<file path="config.mk">
export PLATFORM = sky130hd
export DESIGN_NAME = watchdog_timer
export DESIGN_NICKNAME = d
export VERILOG_FILES = /design/src/rtl/wdt_pkg.sv /design/src/rtl/wdt_datapath.sv /design/src/rtl/wdt_control.sv /design/src/rtl/watchdog_timer.sv
export SDC_FILE = /design/constraint.sdc
export NUM_CORES = 1
export LEC_CHECK = 0
export BUFFER_PORTS_ARGS = -buffer_cell sky130_fd_sc_hd__buf_4
export CORE_MARGIN = 1
export CORE_UTILIZATION = 40
export DETAILED_ROUTE_END_ITERATION = 7
export SLEW_MARGIN = 10
export SYNTH_ARGS = -nofsm -noshare
export SYNTH_HDL_FRONTEND = slang
export SYNTH_HIERARCHICAL = 1
export SYNTH_SLANG_ARGS = --single-unit
</file>
<file path="constraint.sdc">
create_clock -name clk -period 5.8 [get_ports clk]
set_clock_uncertainty 0.2 [all_clocks]
set_input_delay 0.58 -clock clk [delete_from_list [all_inputs] [get_ports clk]]
set_output_delay 0.58 -clock clk [all_outputs]
set_load 0.02 [all_outputs]
</file>
<file path="src/rtl/wdt_pkg.sv">
package wdt_pkg;

  // Strobes from the control block to the counting datapath.
  typedef struct packed {
    logic advance;     // step the chain by one
    logic clearUpper;  // service: zero all bits above the kept low bits
    logic clearAll;    // hold the whole chain at zero
  } wdtStrobes_t;

endpackage

</file>
<file path="src/rtl/wdt_datapath.sv">
module wdt_datapath
  import wdt_pkg::*;
#(
  parameter int PRESCALE_W = 12,
  parameter int COUNT_W    = 6,
  parameter int SHORT_W    = 13,
  parameter int KEEP_W     = 4
) (
  input  logic        clk,
  input  logic        por,
  input  wdtStrobes_t strb,
  output logic        wrapLong,
  output logic        wrapShort
);

  localparam int CHAIN_W = PRESCALE_W + COUNT_W;
  localparam logic [PRESCALE_W-1:0] KEEP_MASK =
    PRESCALE_W'((64'd1 << KEEP_W) - 64'd1);

  logic [PRESCALE_W-1:0] preQ;
  logic [COUNT_W-1:0]    cntQ;
  logic [PRESCALE_W-1:0] preInc;
  logic                  preCarry;
  logic [CHAIN_W-1:0]    chainQ;

  assign preInc   = preQ + 1'b1;
  assign preCarry = &preQ;
  assign chainQ   = {cntQ, preQ};

  always_ff @(posedge clk) begin
    if (por || strb.clearAll) begin
      preQ <= '0;
      cntQ <= '0;
    end else if (strb.clearUpper) begin
      // low prescaler stages keep running, everything above restarts
      preQ <= preInc & KEEP_MASK;
      cntQ <= '0;
    end else if (strb.advance) begin
      preQ <= preInc;
      if (preCarry) cntQ <= cntQ + 1'b1;
    end
  end

  assign wrapLong = &chainQ;

  generate
    if (SHORT_W < CHAIN_W) begin : g_tap
      assign wrapShort = &chainQ[SHORT_W-1:0];
    end else begin : g_full
      assign wrapShort = &chainQ;
    end
  endgenerate

endmodule

</file>
<file path="src/rtl/wdt_control.sv">
module wdt_control
  import wdt_pkg::*;
#(
  parameter int                ADDR_W       = 16,
  parameter logic [ADDR_W-1:0] SVC_ADDR     = '1,
  parameter int                PULSE_CYCLES = 64
) (
  input  logic              clk,
  input  logic              por,
  input  logic              rateShort,
  input  logic              busWr,
  input  logic [ADDR_W-1:0] busAddr,
  input  logic              monDisable,
  input  logic              statClr,
  input  logic              wrapLong,
  input  logic              wrapShort,
  output wdtStrobes_t       strb,
  output logic              rstReq,
  output logic              copFlag
);

  localparam int PW = (PULSE_CYCLES > 2) ? $clog2(PULSE_CYCLES) : 1;

  logic          svcHit;
  logic          wrapSel;
  logic          overflow;
  logic          pulseActive;
  logic [PW-1:0] pulseCnt;

  assign svcHit   = busWr && (busAddr == SVC_ADDR);
  assign wrapSel  = rateShort ? wrapShort : wrapLong;
  // service on the wrap edge wins over the overflow
  assign overflow = wrapSel && !svcHit && !pulseActive && !monDisable;

  always_comb begin
    strb.clearAll   = pulseActive || monDisable || overflow;
    strb.clearUpper = svcHit && !strb.clearAll;
    strb.advance    = !strb.clearAll;
  end

  always_ff @(posedge clk) begin
    if (por) begin
      pulseActive <= 1'b0;
      pulseCnt    <= '0;
    end else if (overflow) begin
      pulseActive <= 1'b1;
      pulseCnt    <= PW'(PULSE_CYCLES - 1);
    end else if (pulseActive) begin
      if (pulseCnt == '0) pulseActive <= 1'b0;
      else                pulseCnt    <= pulseCnt - 1'b1;
    end
  end

  always_ff @(posedge clk) begin
    if (por)           copFlag <= 1'b0;
    else if (overflow) copFlag <= 1'b1;
    else if (statClr)  copFlag <= 1'b0;
  end

  assign rstReq = pulseActive;

endmodule

</file>
<file path="src/rtl/watchdog_timer.sv">
module watchdog_timer
  import wdt_pkg::*;
#(
  parameter int                PRESCALE_W   = 12,
  parameter int                COUNT_W      = 6,
  parameter int                SHORT_W      = 13,
  parameter int                KEEP_W       = 4,
  parameter int                PULSE_CYCLES = 64,
  parameter int                ADDR_W       = 16,
  parameter logic [ADDR_W-1:0] SVC_ADDR     = '1
) (
  input  logic              clk,
  input  logic              por,
  input  logic              rateShort,
  input  logic              busWr,
  input  logic [ADDR_W-1:0] busAddr,
  input  logic              monDisable,
  input  logic              statClr,
  output logic              rstReq,
  output logic              copFlag
);

  wdtStrobes_t strb;
  logic        wrapLong;
  logic        wrapShort;

  wdt_control #(
    .ADDR_W(ADDR_W), .SVC_ADDR(SVC_ADDR), .PULSE_CYCLES(PULSE_CYCLES)
  ) i_ctrl (
    .clk(clk), .por(por), .rateShort(rateShort), .busWr(busWr),
    .busAddr(busAddr), .monDisable(monDisable), .statClr(statClr),
    .wrapLong(wrapLong), .wrapShort(wrapShort), .strb(strb),
    .rstReq(rstReq), .copFlag(copFlag)
  );

  wdt_datapath #(
    .PRESCALE_W(PRESCALE_W), .COUNT_W(COUNT_W),
    .SHORT_W(SHORT_W), .KEEP_W(KEEP_W)
  ) i_dp (
    .clk(clk), .por(por), .strb(strb),
    .wrapLong(wrapLong), .wrapShort(wrapShort)
  );

endmodule

</file>
Word level (Yosys, flattened, before mapping)
Index checks and enable logic that the tools add are counted.
{"block": "op_classes", "bitwise_logic": 1, "n_mux": 11, "add_sub_neg": 3, "n_eq_ne": 3, "reduce_logical": 20}
{"cell": "AND reduction 13 bit", "count": 2}
{"cell": "two-way mux 6 bit", "count": 3}
{"cell": "AND reduction 18 bit", "count": 1}
{"cell": "== test 16 bit (second input constant)", "count": 1}
{"cell": "adder 12 x 1 -> 12 bit (second input constant)", "count": 1}
{"cell": "two-way mux 4 bit", "count": 2}
{"cell": "adder 6 x 1 -> 6 bit (second input constant)", "count": 1}
{"cell": "zero test 6 bit", "count": 1}
{"cell": "two-way mux 1 bit", "count": 6}
{"cell": "subtractor 6 x 1 -> 6 bit (second input constant)", "count": 1}
{"cell": "logical AND 1 bit", "count": 5}
{"cell": "zero test 1 bit", "count": 4}
{"cell": "nonzero test 2 bit", "count": 2}
{"cell": "logical OR 1 bit", "count": 3}
{"cell": "inequality test 2 x 1 -> 1 bit (second input constant)", "count": 1}
{"cell": "inequality test 2 bit (second input constant)", "count": 1}
{"cell": "AND reduction 2 bit", "count": 1}
{"cell": "OR reduction 2 bit", "count": 1}
{"cell": "inverter 1 bit", "count": 1}
{"block": "word_totals", "out_inout_bits": 2, "elab_cells": 44, "inputBits": 22, "reg_bits": 26}

Depth between registers and ports, before layout
{"block": "depth", "word_depth": 10, "mapped_depth": 10, "mapped_depth_nobuf": 10}

Modules after synthesis
The synthesis kept the hierarchy.
{"mod": "wdt_datapath", "area_per_inst_um2": 838.3, "cells_per_inst": 96, "n_inst": 1, "seq_area_each_um2": 360.3}
{"mod": "wdt_control", "area_per_inst_um2": 470.5, "cells_per_inst": 55, "n_inst": 1, "seq_area_each_um2": 160.2}

Worst setup path before layout
OpenSTA, ideal clock, no wires.
{"block": "synth_path", "path_type": "register to register", "start": "register i_dp.preQ[0]", "end": "register i_dp.cntQ[5]", "required_time_ns": 5.530, "stages_incl_launch_ff": 11, "n_path_buf": 0, "setup_slack_ns": 2.667, "arrival_time_ns": 2.863, "period_less_slack_ns": 3.133, "setup_ns": 0.070, "path_cell_list": "dfxtp_1 > ha_1 > nand3_1 > nor3_1 > and2_1 > mux2_2 > a211oi_1 > nand3_1 > or4_4 > or4_1 > a21oi_1"}
{"item": "start, declared", "line_no": "wdt_datapath.sv:20", "rtl": "logic [PRESCALE_W-1:0] preQ;"}
{"item": "start signal, assigned", "line_no": "wdt_datapath.sv:36", "rtl": "preQ <= preInc & KEEP_MASK;"}
{"item": "start signal, assigned", "line_no": "wdt_datapath.sv:39", "rtl": "preQ <= preInc;"}
{"item": "end signal, assigned", "line_no": "wdt_datapath.sv:40", "rtl": "if (preCarry) cntQ <= cntQ + 1'b1;"}
{"item": "end, declared", "line_no": "wdt_datapath.sv:21", "rtl": "logic [COUNT_W-1:0] cntQ;"}

==> run_results.csv <==
group,metric,value,unit
floorplanning,ios,24,
placed_design,dp_cells,216,
critical_path,critical_path_class,"reg -> reg",
cells_and_area,final_cell_mix,"26 x dfxtp_1, 23 x buf_4, 14 x nor2_1, 11 x nand2_1, 11 x nor3_1",
clocking,clk_latency,0.32,ns
synthesis,avgSynthCellArea,8.667,sq um
placed_design,dp_hpwl,2.047,mm
synthesis,synth_cells,151,
sta,relSlewSlack,67.40,%
clocking,hold_buffers,0,
synthesis,syn_nets,177,
cells_and_area,fin_nets,203,
route,drt_first_pass_iters,4,
synthesis,yosysSeqAreaShare,39.77,%
clocking,cts.sinks,26,
sta,finalSetupTns,0,ns
floorplanning,die_x,59.20,microns
global_route,antenna_found_initial,0,
route,via_per_inst,5.247,
sta,setup_viol,0,
sta,fmax,292.7,MHz
hold_path,worst_hold_path_type,"reg -> reg",
global_route,grt_pass1_wl,4.643,mm
critical_path,worstPathMaxFanout,5,
power,leakagePower,0.0005544,uW
floorplanning,start_util,42.52,%
sta,rsz0062_at_grt,"no",
cells_and_area,layout_commonest_cell,"dfxtp_1",
global_route,top_usage_layer,"met2",
global_route,grtUsageTotal,17.70,%
cells_and_area,fin_cells,219,
route,vias,1149,
run_status,status,"complete, no violations",
critical_path,required,5.86,ns
route,wirelength,2.651,mm
clocking,ctsResizeCount,0,
cells_and_area,num-fill-cells,301,
sta,layout_min_cycle_time,3.416,ns
route,ant_nets,0,
synthesis,ys_ff_latch,26,
critical_path,worst_setup_path_end_kind,"flip-flop",
global_route,use_met1,23.91,%
critical_path,cpMostUsedCell,"nand3_1",
global_route,use_met2,27.29,%
sta,fin_crit_sh,58.90,%
floorplanning,die-area,3505,sq um
placed_design,gp_congestion,0.7637,
floorplanning,rows,20,
job,drv_cap,0,
power,power,273.6,uW
floorplanning,core,3078,sq um
cells_and_area,drive_gt1_share,20.57,%
cells_and_area,area_growth,18.55,%
clocking,cts_buffer_depth,2,
critical_path,cpMaxStageDelayCell,"or4_4",
clocking,root_buffer,"clkbuf_4",
placed_design,portBuffers,23,
route,first_iter_violations,27,
critical_path,critical_path_arrival,3.48,ns
critical_path,path_cells,"ha_1 -> nand3_1 -> nor2_1 -> and2_1 -> mux2_2 -> a211oi_1 -> nand3_1 -> or4_4 -> or4_1 -> a21oi_1",
power,powerDensity,176.3,nW/um^2
synthesis,synth.yosys.warnings,6,
clocking,cts_made_buffers,3,
clocking,tritoncts,"built",
sta,hold_viol,0,
global_route,gr-total-overflow,0,
power,vdd.ir_drop.worst,0.09541,mV
clocking,cts_max_level,1,
global_route,grt_util_met3,3.275,%
route,routedWlPerCell,12.11,microns
synthesis,netlist_area,1309,sq um
clocking,clkTransAtPathRegs,0.14,ns
global_route,grt_pass1_vias,1082,
route,drc,0,
critical_path,start_kind,"flip-flop",
floorplanning,dieHeight,59.20,microns
cells_and_area,antenna_cells,0,
clocking,cts_setup_buffers,0,
sta,max_slew.worst_pin.slew,0.4860,ns
sta,final_max_slew_viol_count,0,
critical_path,slowest_delay,0.61,ns
sta,hold_ws,0.2575,ns
synthesis,yosys.cell_types.count,33,
global_route,grt_max_degree,15,
-- final timing paths --
path | start | to | slack [ns] | depth (start not counted)
max | i_dp/cntQ[0]$_SDFFE_PP0P_ | i_dp/cntQ[5]$_SDFFE_PP0P_ | 2.38 | 10
min | i_ctrl/copFlag$_SDFFE_PP0P_ | i_ctrl/copFlag$_SDFFE_PP0P_ | 0.26 | 2
max reg2reg | i_dp/cntQ[0]$_SDFFE_PP0P_ | i_dp/cntQ[5]$_SDFFE_PP0P_ | 2.38 | 10
min reg2reg | i_ctrl/copFlag$_SDFFE_PP0P_ | i_ctrl/copFlag$_SDFFE_PP0P_ | 0.26 | 2
-- cells in the mapped netlist (all sizes together) --
cell type	n	area [sq um]
and2	2	12.51
clkbuf	2	7.510
nand3	6	30.03
dfxtp	26	520.5
a31o	1	8.760
a21bo	1	10.01
or4b	1	13.76
mux2i	3	30.03
nor3b	1	7.510
xnor2	6	52.55
and3	2	12.51
or3	5	31.28
a21oi	9	45.04
ha	4	50.05
o31ai	1	7.510
or4	3	26.27
nor3	12	65.06
nor2	14	52.55
a211oi	2	15.01
nand2	11	41.29
nor4b	1	15.01
mux2	2	22.52
o21ai	12	63.81
a211o	1	8.760
inv	6	22.52
xor2	6	52.55
nand4	9	71.32
nor4	2	12.51
-- cell families after synthesis --
| kind of cell | count (synthesis) | synth area share, % |
|---|---|---|
| mux | 5 | 4.015 |
| buf+inv | 8 | 2.295 |
| xor+xnor | 12 | 8.031 |
| compound gates | 27 | 12.14 |
| simple gates | 69 | 29.92 |
| flops | 26 | 39.77 |
| fa+ha+maj | 4 | 3.824 |
-- where the power goes --
part	switching (uW)	internal [uW]	total (uW)
logic	7.51	11.1	18.6
clock network	50.9	24.3	75.3
registers	0.586	179	180
-- worst max-delay path: cells and delay by family (launching register included) --
kind,cells,cell delay (ns)
AOI/OAI and AO/OA,2,0.57
DFF,1,0.37
adders and majority gates,1,0.22
muxes,1,0.28
and+or+nand+nor,6,1.72
-- cell type report --
| type | count | area (sq um) | area share [%] |
|---|---|---|---|
| clock buffer | 3 | 22.52 | 1.452 |
| multi-input combinational | 117 | 758.2 | 48.87 |
| inverter | 6 | 22.52 | 1.452 |
| sequential | 26 | 520.5 | 33.55 |
| timing repair buffer | 23 | 172.7 | 11.13 |
| tap | 44 | 55.05 | 3.548 |
-- metrics by stage --
step	utilization, %	instance area [sq um]	worst slack (ns)
finish	50.41	1551	2.384
floorplan	-	1309	2.667
detailed placement	49.67	1529	2.414
global placement	49.67	1529	2.501
global route	50.41	1551	2.211
CTS	50.41	1551	2.384
-- per-layer routing --
layer / vias to the layer above / part of all wire, %
met2: 24 / 44
met1: 523 / 51
li1: 597 / -
met5: - / 0
met4: 0 / 1.7
met3: 5 / 3.6
-- sequential cells by signal, indices dropped and copies added (netlist names) --
signal and flops:
i_ctrl/copFlag 1, i_ctrl/pulseCnt 6, i_dp/preQ 12, i_ctrl/rstReq 1
i_dp/cntQ 6
(Power assumes the default switching activity.)
